--- config.mk ---
export PLATFORM = sky130hd
export DESIGN_NAME = clk_pwr_ctrl
export DESIGN_NICKNAME = d
export VERILOG_FILES = /design/src/rtl/clk_pwr_pkg.sv /design/src/rtl/cpc_lock_sync.sv /design/src/rtl/cpc_cfg_regs.sv /design/src/rtl/cpc_ce_div.sv /design/src/rtl/cpc_pwr_fsm.sv /design/src/rtl/clk_pwr_ctrl.sv
export SDC_FILE = /design/constraint.sdc
export NUM_CORES = 1
export LEC_CHECK = 0
export BUFFER_PORTS_ARGS = -buffer_cell sky130_fd_sc_hd__buf_2
export CAP_MARGIN = 20
export CORE_MARGIN = 1.5
export CORE_UTILIZATION = 50
export CTS_CLUSTER_DIAMETER = 100
export DETAILED_ROUTE_END_ITERATION = 7
export PLACE_DENSITY = 0.8
export SLEW_MARGIN = 0
export SYNTH_ARGS = -nofsm -noshare
export SYNTH_HDL_FRONTEND = slang
export SYNTH_HIERARCHICAL = 1
export SYNTH_SLANG_ARGS = --single-unit
--- constraint.sdc ---
create_clock -name clk -period 2.25 [get_ports clk]
set_input_delay 0.45 -clock clk [delete_from_list [all_inputs] [get_ports clk]]
set_output_delay 0.45 -clock clk [all_outputs]
set_load 0.01 [all_outputs]
--- src/rtl/clk_pwr_pkg.sv ---
package clk_pwr_pkg;
   typedef enum logic [1:0] {
      PM_RUN  = 2'd0,
      PM_IDLE = 2'd1,
      PM_DOWN = 2'd2
   } pmode_t;
endpackage

--- src/rtl/cpc_lock_sync.sv ---
module cpc_lock_sync #(
   parameter int STAGES = 2
) (
   input  logic clk,
   input  logic rst_n,
   input  logic lock_in,
   output logic lock_out
);
   generate
      if (STAGES == 0) begin : g_direct
         assign lock_out = lock_in;
      end else begin : g_chain
         logic [STAGES-1:0] sh_q;
         always_ff @(posedge clk or negedge rst_n) begin
            if (!rst_n) sh_q <= '0;
            else        sh_q <= (sh_q << 1) | STAGES'(lock_in);
         end
         assign lock_out = sh_q[STAGES-1];
      end
   endgenerate
endmodule

--- src/rtl/cpc_cfg_regs.sv ---
module cpc_cfg_regs #(
   parameter int OSC_W   = 4,
   parameter int CPU_W   = 3,
   parameter int RST_OSC = 1,
   parameter int RST_CPU = 1
) (
   input  logic             clk,
   input  logic             rst_n,
   input  logic             we,
   input  logic             wr_byp,
   input  logic [OSC_W-1:0] wr_osc,
   input  logic [CPU_W-1:0] wr_cpu,
   input  logic             lock_ok,
   output logic             byp_q,
   output logic [OSC_W-1:0] osc_q,
   output logic [CPU_W-1:0] cpu_q
);
   logic byp_d;

   // without lock the source is forced to bypass, which both drops
   // a PLL request and performs the fallback on lock loss
   always_comb begin
      if (!lock_ok)  byp_d = 1'b1;
      else if (we)   byp_d = wr_byp;
      else           byp_d = byp_q;
   end

   always_ff @(posedge clk or negedge rst_n) begin
      if (!rst_n) begin
         byp_q <= 1'b1;
         osc_q <= OSC_W'(RST_OSC);
         cpu_q <= CPU_W'(RST_CPU);
      end else begin
         byp_q <= byp_d;
         if (we) begin
            osc_q <= wr_osc;
            cpu_q <= wr_cpu;
         end
      end
   end
endmodule

--- src/rtl/cpc_ce_div.sv ---
module cpc_ce_div #(
   parameter int W = 4
) (
   input  logic         clk,
   input  logic         rst_n,
   input  logic [W-1:0] reload,
   output logic         tick
);
   logic [W-1:0] cnt_q;

   assign tick = (cnt_q == '0);

   // the reload value is sampled only at a tick, so a new ratio
   // starts with the period that follows the next strobe
   always_ff @(posedge clk or negedge rst_n) begin
      if (!rst_n)    cnt_q <= '0;
      else if (tick) cnt_q <= reload;
      else           cnt_q <= cnt_q - 1'b1;
   end
endmodule

--- src/rtl/cpc_pwr_fsm.sv ---
module cpc_pwr_fsm
   import clk_pwr_pkg::*;
(
   input  logic   clk,
   input  logic   rst_n,
   input  logic   idle_req,
   input  logic   pdn_req,
   input  logic   nmi,
   input  logic   irq,
   output pmode_t mode
);
   pmode_t mode_d;

   always_comb begin
      mode_d = mode;
      unique case (mode)
         PM_RUN: begin
            if (pdn_req && !nmi) mode_d = PM_DOWN;
            else if (idle_req)   mode_d = PM_IDLE;
         end
         PM_IDLE: if (irq) mode_d = PM_RUN;
         PM_DOWN: mode_d = PM_DOWN;
         default: mode_d = PM_RUN;
      endcase
   end

   always_ff @(posedge clk or negedge rst_n) begin
      if (!rst_n) mode <= PM_RUN;
      else        mode <= mode_d;
   end
endmodule

--- src/rtl/clk_pwr_ctrl.sv ---
module clk_pwr_ctrl
   import clk_pwr_pkg::*;
#(
   parameter int OSC_W       = 4,
   parameter int CPU_W       = 3,
   parameter int RST_OSC_DIV = 1,
   parameter int RST_CPU_DIV = 1,
   parameter int LOCK_SYNC   = 2
) (
   input  logic             clk,
   input  logic             rst_n,
   input  logic             cfg_we,
   input  logic             cfg_byp,
   input  logic [OSC_W-1:0] cfg_osc_div,
   input  logic [CPU_W-1:0] cfg_cpu_div,
   input  logic             pll_lock,
   input  logic             idle_req,
   input  logic             pdn_req,
   input  logic             nmi,
   input  logic             irq,
   output logic             sel_pll,
   output logic             lock_sts,
   output logic [OSC_W-1:0] osc_div,
   output logic [CPU_W-1:0] cpu_div,
   output logic             cpu_ce,
   output logic             per_ce
);
   localparam int DIV_W = (OSC_W > CPU_W) ? OSC_W : CPU_W;

   generate
      if (OSC_W < 1 || CPU_W < 1) begin : g_bad_width
         $error("divider field widths must be at least 1");
      end
      if (RST_OSC_DIV < 0 || RST_OSC_DIV >= (1 << OSC_W)) begin : g_bad_rst_osc
         $error("RST_OSC_DIV does not fit OSC_W");
      end
      if (RST_CPU_DIV < 0 || RST_CPU_DIV >= (1 << CPU_W)) begin : g_bad_rst_cpu
         $error("RST_CPU_DIV does not fit CPU_W");
      end
      if (LOCK_SYNC < 0 || LOCK_SYNC > 4) begin : g_bad_sync
         $error("LOCK_SYNC must be 0 to 4");
      end
   endgenerate

   logic             byp_q;
   logic [DIV_W-1:0] reload;
   logic             tick;
   pmode_t           mode_q;

   cpc_lock_sync #(.STAGES(LOCK_SYNC)) u_sync (
      .clk      (clk),
      .rst_n    (rst_n),
      .lock_in  (pll_lock),
      .lock_out (lock_sts)
   );

   cpc_cfg_regs #(
      .OSC_W   (OSC_W),
      .CPU_W   (CPU_W),
      .RST_OSC (RST_OSC_DIV),
      .RST_CPU (RST_CPU_DIV)
   ) u_cfg (
      .clk     (clk),
      .rst_n   (rst_n),
      .we      (cfg_we),
      .wr_byp  (cfg_byp),
      .wr_osc  (cfg_osc_div),
      .wr_cpu  (cfg_cpu_div),
      .lock_ok (lock_sts),
      .byp_q   (byp_q),
      .osc_q   (osc_div),
      .cpu_q   (cpu_div)
   );

   assign reload = byp_q ? DIV_W'(osc_div) : DIV_W'(cpu_div);

   cpc_ce_div #(.W(DIV_W)) u_div (
      .clk    (clk),
      .rst_n  (rst_n),
      .reload (reload),
      .tick   (tick)
   );

   cpc_pwr_fsm u_fsm (
      .clk      (clk),
      .rst_n    (rst_n),
      .idle_req (idle_req),
      .pdn_req  (pdn_req),
      .nmi      (nmi),
      .irq      (irq),
      .mode     (mode_q)
   );

   assign sel_pll = ~byp_q;
   assign cpu_ce  = tick & (mode_q == PM_RUN);
   assign per_ce  = tick & (mode_q != PM_DOWN);
endmodule

==> metrics.md, run 1 <==
| Metric | Value |
|---|---|
| Pwr dens | 874 mW/mm^2 |
| GP Congestion | 0.646 |
| Total gr overflow | 0 |
| CP top delay family | simple AND/OR/NAND/NOR gates |
| Layout Skew | 5.67 ps |
| Mux cell area share after synthesis | 20.9% |
| Core area | 0.00137 sq mm |
| Total track usage | 15.0% |
| Crit Path Category | reg -> out |
| First-pass GRT wire length | 1950 microns |
| Slowest cell delay on critical path | 410 ps |
| Die area | 0.00177 sq mm |
| Flop pwr share | 51.9% |
| Sw power | 253 uW |
| CP Data Required Time | 1800 ps |
| Post-layout power | 809 uW |
| Initial Utilization | 55.8% |
| Dpl hpwl | 923 microns |
| Pint | 557 uW |
| Synthesized area per cell | 13.9 sq um |
| Worst slew margin | 77.0% |
| Worst-Skew Late Latency | 280 ps |
| Via-to-Cell Ratio | 4.97 |
| Worst vdd ir | 582 uV |
| Multi-input gate area | 320 sq um |
| Filler Cells Inserted | 113 |
| Max clock buf depth | 2 |
| Post-Synth XOR/XNOR Area | 0% |
| Comb pwr share | 29.3% |
| Syn-to-layout area delta | 21.5% |
| Mapped Cells | 55 |
| Synth Area in Simple Gates | 11.5% |
| Final Hold Fails | 0 |
| Largest net degree at the start of global routing | 17 |
| Yosys warns | 6 |
| Setup tns final | 0 ps |
| Hold crit path type | in -> async |
| Finished Cell Area | 926 sq um |
| Clk pwr share | 18.8% |
| Most frequent cells in the layout | 26 x buf_2, 13 x dfrtp_1, 7 x inv_1, 7 x mux2_4 |
| Die Y | 42.0 microns |
| Peak Freq | 480 MHz |
| Clk sinks | 16 |
| Clock root buffer | clkbuf_4 |
| Unrepaired setup endpoints after global routing | no |
| Outcome | completed |
| Total Nets Final | 102 |
| DRT antenna net count | 0 |
| Iteration-0 DRC Markers | 0 |
| Slew @ Worst Pin | 345 ps |
| Crit-path cells | inv_1, ha_1, nor3b_4, nor3b_1, buf_2 |
| DP Area | 900 sq um |
| Crit-path slowest cell | dfrtp_1 |
| Top Ports | 27 |
| H-Tree Depth | 1 |
| Largest fanout on the critical path | 5 |
| Chip Width | 42.0 microns |
| Post-Syn Area | 762 sq um |
| Drt first pass iters | 1 |
| Share of layout cells above drive strength 1 | 56.0% |
| PostCTS Resize Cnt | 0 |
| Element type at the critical path end | output port |
| Max_cap viols | 0 |
| Most common cell after layout, fill and taps aside | buf_2 |
| Worst Path Arrival | 1630 ps |
| Main combinational cell family by area after synthesis | multiplexers |
| Drt wl/cell | 11.8 microns |
| Clk slew on worst S/H paths | 90 ps |
| Fin. max-slew vios | 0 |
| WP buf/inv | 2 |
| Type of origin of the critical path | flop |
| Final min period | 2080 ps |
| Antenna violations before repair | 0 |
| Reg area | 404 sq um |
| Final period utilization | 92.6% |
| Synth cell types | 23 |
| Sw frac | 31.2% |
| Vias in the first global route | 476 |
| Register area share after synthesis | 53.0% |
| CTS tree | yes |
| Post-CTS Setup Inserts | 0 |
| Synthesis-stage register bit count | 16 |
| CTS buffer count | 3 |
| Via count | 492 |
| Post-Synth Adder-Cell Area | 1.64% |
| I/O Buffers | 26 |
| Hold_buf cts | 0 |
| Pleak | 0.477 nW |
| Synthesized Nets | 72 |
| Synth Area in Compound Gates | 8.05% |
| Core Rows | 13 |
| Drt drc | 0 |
| Setup Viol. Count Final | 0 |
| Total wire length | 1170 microns |
| Ant. Diodes | 0 |
==> path summary, 6_finish.rpt <==
path                                        start                      to  slack [ps]  cells after the start
setup / recovery                   u_div/cnt_q[0]                  cpu_ce         170                      5
hold / removal                              rst_n          u_div/cnt_q[2]          60                      1
setup reg to reg                      u_cfg/byp_q          u_div/cnt_q[2]         940                      3
hold reg to reg            u_sync/g_chain.sh_q[0]  u_sync/g_chain.sh_q[1]         360                      0
max in group asynchronous                   rst_n          u_cfg/cpu_q[0]        1890                      1
min in group clk                         pll_lock  u_sync/g_chain.sh_q[0]         280                      1
==> through the flow <==
step	instances	worst slack (ps)	hold slack, ps	utilization [%]
after floorplan	55	569	154	-
after global placement	95	546	332	65.8
after CTS	99	132	57.7	67.8
final	99	166	58.0	67.8
after global routing	99	31.5	68.5	67.8
after detailed placement	95	462	340	65.8
==> cell families (layout without fill, tap and decap cells) <==
family | count (synthesis) | count (layout)
multiplexers | 12 | 12
buffers and inverters | 8 | 37
flip-flops | 16 | 16
AO/OA/AOI/OAI | 9 | 9
adder cells (fa/ha/maj) | 1 | 1
AND/OR/NAND/NOR | 9 | 9
==> state kept, by name, summed over array words and instances (netlist names) <==
register	flops
u_cfg/byp_q	1
u_div/cnt_q	4
u_fsm/mode	2
u_sync/g_chain.sh_q	2
u_cfg/cpu_q	3
u_cfg/osc_q	4
==> final cells by class <==
class / instances / area share (%)
Multi-Input combinational cell: 31 / 34.6
Clock buffer: 4 / 2.84
Timing Repair Buffer: 26 / 14.1
Sequential cell: 16 / 43.6
Tap cell: 15 / 2.03
Inverter: 7 / 2.84
==> synth_stat cells <==
| cell | number | area share [%] |
|---|---|---|
| dfrtp_1 | 13 | 43 |
| inv_1 | 7 | 3.4 |
| mux2_4 | 7 | 14 |
| dfstp_2 | 3 | 10 |
| mux2_2 | 3 | 4.4 |
| mux2i_1 | 2 | 2.6 |
| nand2_1 | 2 | 0.99 |
| nand2b_1 | 2 | 1.6 |
| o21ai_0 | 2 | 1.3 |
| a21boi_0 | 1 | 0.99 |
| a21oi_1 | 1 | 0.66 |
| a21oi_2 | 1 | 1.1 |
| a31oi_1 | 1 | 0.82 |
| a41oi_1 | 1 | 1.1 |
| and2_2 | 1 | 0.99 |
| buf_6 | 1 | 1.5 |
| ha_1 | 1 | 1.6 |
| nand2b_4 | 1 | 1.8 |
| nand3b_4 | 1 | 2.6 |
| nor3b_1 | 1 | 0.99 |
| nor3b_4 | 1 | 2.5 |
| o211ai_1 | 1 | 0.99 |
| o21bai_1 | 1 | 0.99 |
==> metal layers <==
metal | part of all wire, % | wire length [microns] | vias to the layer above | track usage [%]
met4 | 0 | 0 | 0 | 7.50
met2 | 50 | 588 | 16 | 23.1
met5 | 0 | 0 | - | 0
met1 | 45 | 529 | 231 | 19.5
met3 | 4.2 | 49 | 0 | 3.88
li1 | - | - | 245 | -
==> power groups by stage <==
| stage | Clock [mW] | Sequential (mW) | Combinational, mW |
|---|---|---|---|
| 6_report | 0.152 | 0.420 | 0.237 |
| 4_1_cts | 0.160 | 0.422 | 0.240 |
| 3_5_place_dp | 0 | 0.428 | 0.239 |
| 5_1_grt | 0.170 | 0.430 | 0.265 |
| 2_1_floorplan | 0 | 0.421 | 0.173 |
| 3_3_place_gp | 0 | 0.423 | 0.233 |
(Power assumes the default switching activity.)
==> inputs of run 2 (changes only) <==
Settings changed: CORE_MARGIN 1.5 to 2, PLACE_DENSITY 0.8 to 0.77, RECOVER_POWER set to 50.
==> run 2 against run 1 <==
- register-to-register slack hardly changed
- hold slack better by 170 ps
- critical path depth stayed put
- non-clock buffer count is 1 higher
- via count is 1.0% higher
- count of clock-buffer cells in the layout stayed put
- global-route usage is 0.21 points higher
- final cell count is 2.0% higher
- total power is 0.16% higher
==> metrics.md, run 2 (synthesis gave the netlist of run 1 again) <==
| Metric | Value |
|---|---|
| GP Congestion | 0.686 (was 0.646) |
| Initial Utilization | 51.8% (was 55.8%) |
| Element type at the critical path end | output port (unchanged) |
| Dpl hpwl | 944 microns (was 923 microns) |
| Largest fanout on the critical path | 5 (unchanged) |
| H-Tree Depth | 1 (unchanged) |
| Setup Viol. Count Final | 0 (unchanged) |
| Via-to-Cell Ratio | 4.92 (was 4.97) |
| Vias in the first global route | 508 (was 476) |
| PostCTS Resize Cnt | 0 (unchanged) |
| Clk slew on worst S/H paths | 90 ps (about the same) |
| Hold_buf cts | 0 (unchanged) |
| Drt wl/cell | 11.5 microns (was 11.8 microns) |
| Total track usage | 15.2% (was 15.0%) |
| Fin. max-slew vios | 0 (unchanged) |
| Slew @ Worst Pin | 806 ps (was 345 ps) |
| Most frequent cells in the layout | 24 x buf_2, 13 x dfrtp_1, 7 x inv_1 (was 26 x buf_2, 13 x dfrtp_1, 7 x inv_1, 7 x mux2_4) |
| Worst Path Arrival | 1540 ps (was 1630 ps) |
| Layout Skew | 12.8 ps (was 5.67 ps) |
| Type of origin of the critical path | flop (unchanged) |
| Unrepaired setup endpoints after global routing | no (unchanged) |
| Core area | 0.00147 sq mm (was 0.00137 sq mm) |
| Via count | 497 (was 492) |
| Share of layout cells above drive strength 1 | 52.9% (was 56.0%) |
| Hold crit path type | in -> async (unchanged) |
| Pleak | 0.473 nW (was 0.477 nW) |
| Worst slew margin | 46.3% (was 77.0%) |
| Outcome | completed (unchanged) |
| Die area | 0.00185 sq mm (was 0.00177 sq mm) |
| Reg area | 404 sq um (unchanged) |
| Max_cap viols | 0 (unchanged) |
| Max clock buf depth | 2 (unchanged) |
| CTS tree | yes (unchanged) |
| Largest net degree at the start of global routing | 17 (unchanged) |
| CP Data Required Time | 1800 ps (about the same) |
| DRT antenna net count | 0 (unchanged) |
| Total wire length | 1160 microns (was 1170 microns) |
| I/O Buffers | 26 (unchanged) |
| Most common cell after layout, fill and taps aside | buf_2 (unchanged) |
| Worst-Skew Late Latency | 280 ps (about the same) |
| Top Layer Used | met4 (was met3) |
| Pwr dens | 873 mW/mm^2 (was 874 mW/mm^2) |
| Antenna violations before repair | 0 (unchanged) |
| Multi-input gate area | 317 sq um (was 320 sq um) |
| Iteration-0 DRC Markers | 2 (was 0) |
| WL met1 | 495 microns (was 529 microns) |
| Top Ports | 27 (unchanged) |
| Total Nets Final | 103 (was 102) |
| First-pass GRT wire length | 2100 microns (was 1950 microns) |
| Filler Cells Inserted | 138 (was 113) |
| Syn-to-layout area delta | 21.8% (was 21.5%) |
| Drt drc | 0 (unchanged) |
| Core Rows | 14 (was 13) |
| DR WL met3 | 48 microns (was 49 microns) |
| Met2 WL | 603 microns (was 588 microns) |
| Post-layout power | 811 uW (was 809 uW) |
| Reg2reg setup slack | 950 ps (was 940 ps) |
| Final min period | 1990 ps (was 2080 ps) |
| Crit Path Category | reg -> out (unchanged) |
| Ant. Diodes | 0 (unchanged) |
| Final period utilization | 88.5% (was 92.6%) |
| Die Y | 43.0 microns (was 42.0 microns) |
| Worst vdd ir | 490 uV (was 582 uV) |
| Total gr overflow | 0 (unchanged) |
| Clock root buffer | clkbuf_4 (unchanged) |
| Drt first pass iters | 2 (was 1) |
| Largest regs | u_cfg/osc_q (4), u_div/cnt_q (4), u_cfg/cpu_q (3) (unchanged) |
| Peak Freq | 502 MHz (was 480 MHz) |
| Setup tns final | 0 ps (unchanged) |
| Final Hold Fails | 0 (unchanged) |
| Chip Width | 43.0 microns (was 42.0 microns) |
| Clk sinks | 16 (unchanged) |
| CTS buffer count | 3 (unchanged) |
run 2: cell count changes in the layout (fill, tap and decap cells not counted), sizes merged:
cell    delta
buf        -1
clkbuf     +2
run 2: where the power goes:
part / internal [mW] / switching, mW
clock: 0.0686 / 0.0799
sequential: 0.358 / 0.0623
combinational: 0.134 / 0.108
run 2: layer usage:
metal,vias to the layer above,GRT usage [%]
met1,234,19.2
met5,-,0
met3,2,1.28
met4,0,7.27
met2,13,26.1
li1,248,-
run 2: path summary, 6_finish.rpt:
| kind | depth (start not counted) | end | from |
|---|---|---|---|
| hold / removal | 1 | u_cfg/osc_q[3] | rst_n |
| max in group asynchronous | 1 | u_sync/g_chain.sh_q[1] | rst_n |
| min in group clk | 1 | u_sync/g_chain.sh_q[0] | pll_lock |
| setup reg to reg | 5 | u_div/cnt_q[1] | u_div/cnt_q[0] |
| hold reg to reg | 0 | u_sync/g_chain.sh_q[1] | u_sync/g_chain.sh_q[0] |
| setup / recovery | 5 | per_ce | u_div/cnt_q[0] |
run 2: final cells by class:
class / count / area share [%]
Sequential cell: 16 / 43.5
Multi-Input combinational cell: 31 / 34.1
Timing Repair Buffer: 27 / 14.6
Clock buffer: 4 / 2.83
Inverter: 7 / 2.83
Tap cell: 16 / 2.16
run 2: critical path, cell delays in order, from the launching register on:
cell and delay, ps:
dfrtp_1 400, inv_1 80, ha_1 220, nor3b_4 220
a21boi_0 180, buf_2 150
run 2: per-stage QoR:
stage,instances,utilization (%),area (sq um),setup WS [ps],hold WS (ps)
floorplan,55,-,762,569,154
global placement,96,61.2,901,536,335
detailed placement,96,61.2,901,485,341
CTS,100,63.0,927,168,59.8
global route,101,63.1,928,54.8,267
finish,101,63.1,928,260,227
run 2: repair_timing:
action,4_1_cts,5_1_grt
buffers inserted,0,1
endpoints found under the setup margin,0,1
endpoints found under the hold margin,0,0
==> inputs of run 3 (changes only) <==
Clock period 2.25 ns to 2.6 ns, I/O delays scaled along.
==> run 3 against run 2 <==
- sequential share of layout area is 0.78 points higher
- clock skew is 3.9 ps lower
- cell area is 1.8% lower
- critical path depth stayed put
- clock power is 9% lower
- sequential cell count stayed put
- critical path type unchanged
- highest routed layer unchanged
==> metrics.md, run 3 (synthesis gave the netlist of run 1 again) <==
| Metric | Value |
|---|---|
| Outcome | completed (unchanged) |
| H-Tree Depth | 1 (unchanged) |
| Crit-path cells | inv_1, ha_1, nor3b_4, a21boi_0, buf_2 (unchanged) |
| Largest net degree at the start of global routing | 17 (unchanged) |
| Chip Width | 43.0 microns (unchanged) |
| Total Nets Final | 102 (was 103) |
| Dpl hpwl | 919 microns (was 944 microns) |
| Total wire length | 1240 microns (was 1160 microns) |
| Total track usage | 14.6% (was 15.2%) |
| Final Hold Fails | 0 (unchanged) |
| Clock root buffer | clkbuf_4 (unchanged) |
| Critical R2R Launch | u_cfg/byp_q (was u_div/cnt_q[0]) |
| Final min period | 2180 ps |
| Hold crit path type | in -> async (unchanged) |
| Syn-to-layout area delta | 19.7% (was 21.8%) |
| Via-to-Cell Ratio | 5.20 (was 4.92) |
| Share of layout cells above drive strength 1 | 52.4% (was 52.9%) |
| Layout Skew | 8.89 ps (was 12.8 ps) |
| Slew @ Worst Pin | 802 ps (was 806 ps) |
| Pleak | 0.462 nW (was 0.473 nW) |
| Most frequent cells in the layout | 24 x buf_2, 13 x dfrtp_1, 7 x inv_1, 7 x mux2_4 (was 24 x buf_2, 13 x dfrtp_1, 7 x inv_1) |
| GP Congestion | 0.687 (was 0.686) |
| Largest regs | u_cfg/osc_q (4), u_div/cnt_q (4), u_cfg/cpu_q (3) (unchanged) |
| Core Rows | 14 (unchanged) |
| Clk slew on worst S/H paths | 100 ps (was 90 ps) |
| Iteration-0 DRC Markers | 3 (was 2) |
| Reg-to-Reg End | u_div/cnt_q[2] (was u_div/cnt_q[1]) |
| Total gr overflow | 0 (unchanged) |
| Unrepaired setup endpoints after global routing | no (unchanged) |
| Post-CTS Setup Inserts | 0 (unchanged) |
| Drt drc | 0 (unchanged) |
| Reg2reg path depth | 3 (was 5) |
| Peak Freq | 460 MHz |
| CTS buffer count | 3 (unchanged) |
| Worst vdd ir | 450 uV (was 490 uV) |
| Multi-input gate area | 308 sq um (was 317 sq um) |
| DRT antenna net count | 0 (unchanged) |
| Largest fanout on the critical path | 5 (unchanged) |
| Fin. max-slew vios | 0 (unchanged) |
| PostCTS Resize Cnt | 0 (unchanged) |
| Final period utilization | 83.7% |
| Antenna violations before repair | 0 (unchanged) |
| Drt first pass iters | 3 (was 2) |
| Crit Path Category | reg -> out (unchanged) |
| Filler Cells Inserted | 137 (was 138) |
| First-pass GRT wire length | 2010 microns (was 2100 microns) |
| Worst-Skew Late Latency | 280 ps (about the same) |
| Slowest cell delay on critical path | 400 ps (about the same) |
| Die Y | 43.0 microns (unchanged) |
| Vias in the first global route | 490 (was 508) |
| Setup tns final | 0 ps (unchanged) |
| Die area | 0.00185 sq mm (unchanged) |
| Ant. Diodes | 0 (unchanged) |
| Drt wl/cell | 12.4 microns (was 11.5 microns) |
| Max_cap viols | 0 (unchanged) |
| Type of origin of the critical path | flop (unchanged) |
| Element type at the critical path end | output port (unchanged) |
| Worst Path Arrival | 1660 ps (was 1540 ps) |
| Reg2reg setup slack | 1270 ps (was 950 ps) |
| Initial Utilization | 51.8% (unchanged) |
| Worst slew margin | 46.5% (was 46.3%) |
| Clk sinks | 16 (unchanged) |
| Via count | 520 (was 497) |
| Post-layout power | 704 uW (was 811 uW) |
| Setup Viol. Count Final | 0 (unchanged) |
| Reg area | 404 sq um (unchanged) |
| CP Data Required Time | 2080 ps (was 1800 ps) |
| Max clock buf depth | 2 (unchanged) |
| Pwr dens | 771 mW/mm^2 (was 873 mW/mm^2) |
| I/O Buffers | 26 (unchanged) |
| Core area | 0.00147 sq mm (unchanged) |
| Most common cell after layout, fill and taps aside | buf_2 (unchanged) |
| Crit-path slowest cell | dfrtp_1 (unchanged) |
| CTS tree | yes (unchanged) |
| Top Ports | 27 (unchanged) |
| Hold_buf cts | 0 (unchanged) |
run 3: cell count changes in the layout (fill, tap and decap cells not counted), sizes merged:
cell / before / now
buf: 25 / 24
run 3: cell type report:
| class | instances | share of cell area (%) |
|---|---|---|
| Clock buffer | 4 | 2.88 |
| Inverter | 7 | 2.88 |
| Multi-Input combinational cell | 31 | 33.7 |
| Sequential cell | 16 | 44.3 |
| Tap cell | 16 | 2.19 |
| Timing Repair Buffer | 26 | 14.0 |
run 3: per-stage QoR:
step | hold slack, ps | util (%) | setup WS [ps] | instance area, sq um | std cells
floorplan | 224 | - | 849 | 762 | 55
detailed placement | 336 | 61.2 | 754 | 901 | 96
finish | 290 | 62.0 | 424 | 912 | 100
global placement | 335 | 61.2 | 816 | 901 | 96
CTS | 124 | 63.0 | 415 | 927 | 100
global route | 336 | 62.0 | 267 | 912 | 100
run 3: power breakdown:
part / switching (mW) / internal, mW
Clock: 0.0744 / 0.0595
Sequential: 0.0538 / 0.310
Combinational: 0.0968 / 0.109
run 3: worst max path at each step:
stage	from	to	slack, ps	depth (start not counted)
global placement	u_div/cnt_q[0]	cpu_ce	820	5
floorplan	u_div/cnt_q[0]	cpu_ce	850	4
global route	u_div/cnt_q[0]	per_ce	270	5
CTS	u_div/cnt_q[0]	per_ce	420	5
detailed placement	u_div/cnt_q[0]	per_ce	750	5
finish	u_div/cnt_q[0]	per_ce	420	5
run 3: worst max-delay path, delay by kind of cell, from the launching register on:
kind	cells	cell delay (ps)
AOI/OAI and AO/OA	1	210
adders and majority gates	1	230
buffers and inverters	2	230
DFF	1	400
and+or+nand+nor	1	300
run 3: per-layer routing:
| metal | vias to the layer above | track usage (%) | share of wire (%) |
|---|---|---|---|
| met3 | 4 | 1.70 | 4.7 |
| met4 | 0 | 10.9 | 2.4 |
| met5 | - | 0 | 0 |
| li1 | 245 | - | - |
| met2 | 15 | 22.1 | 49 |
| met1 | 256 | 19.0 | 44 |
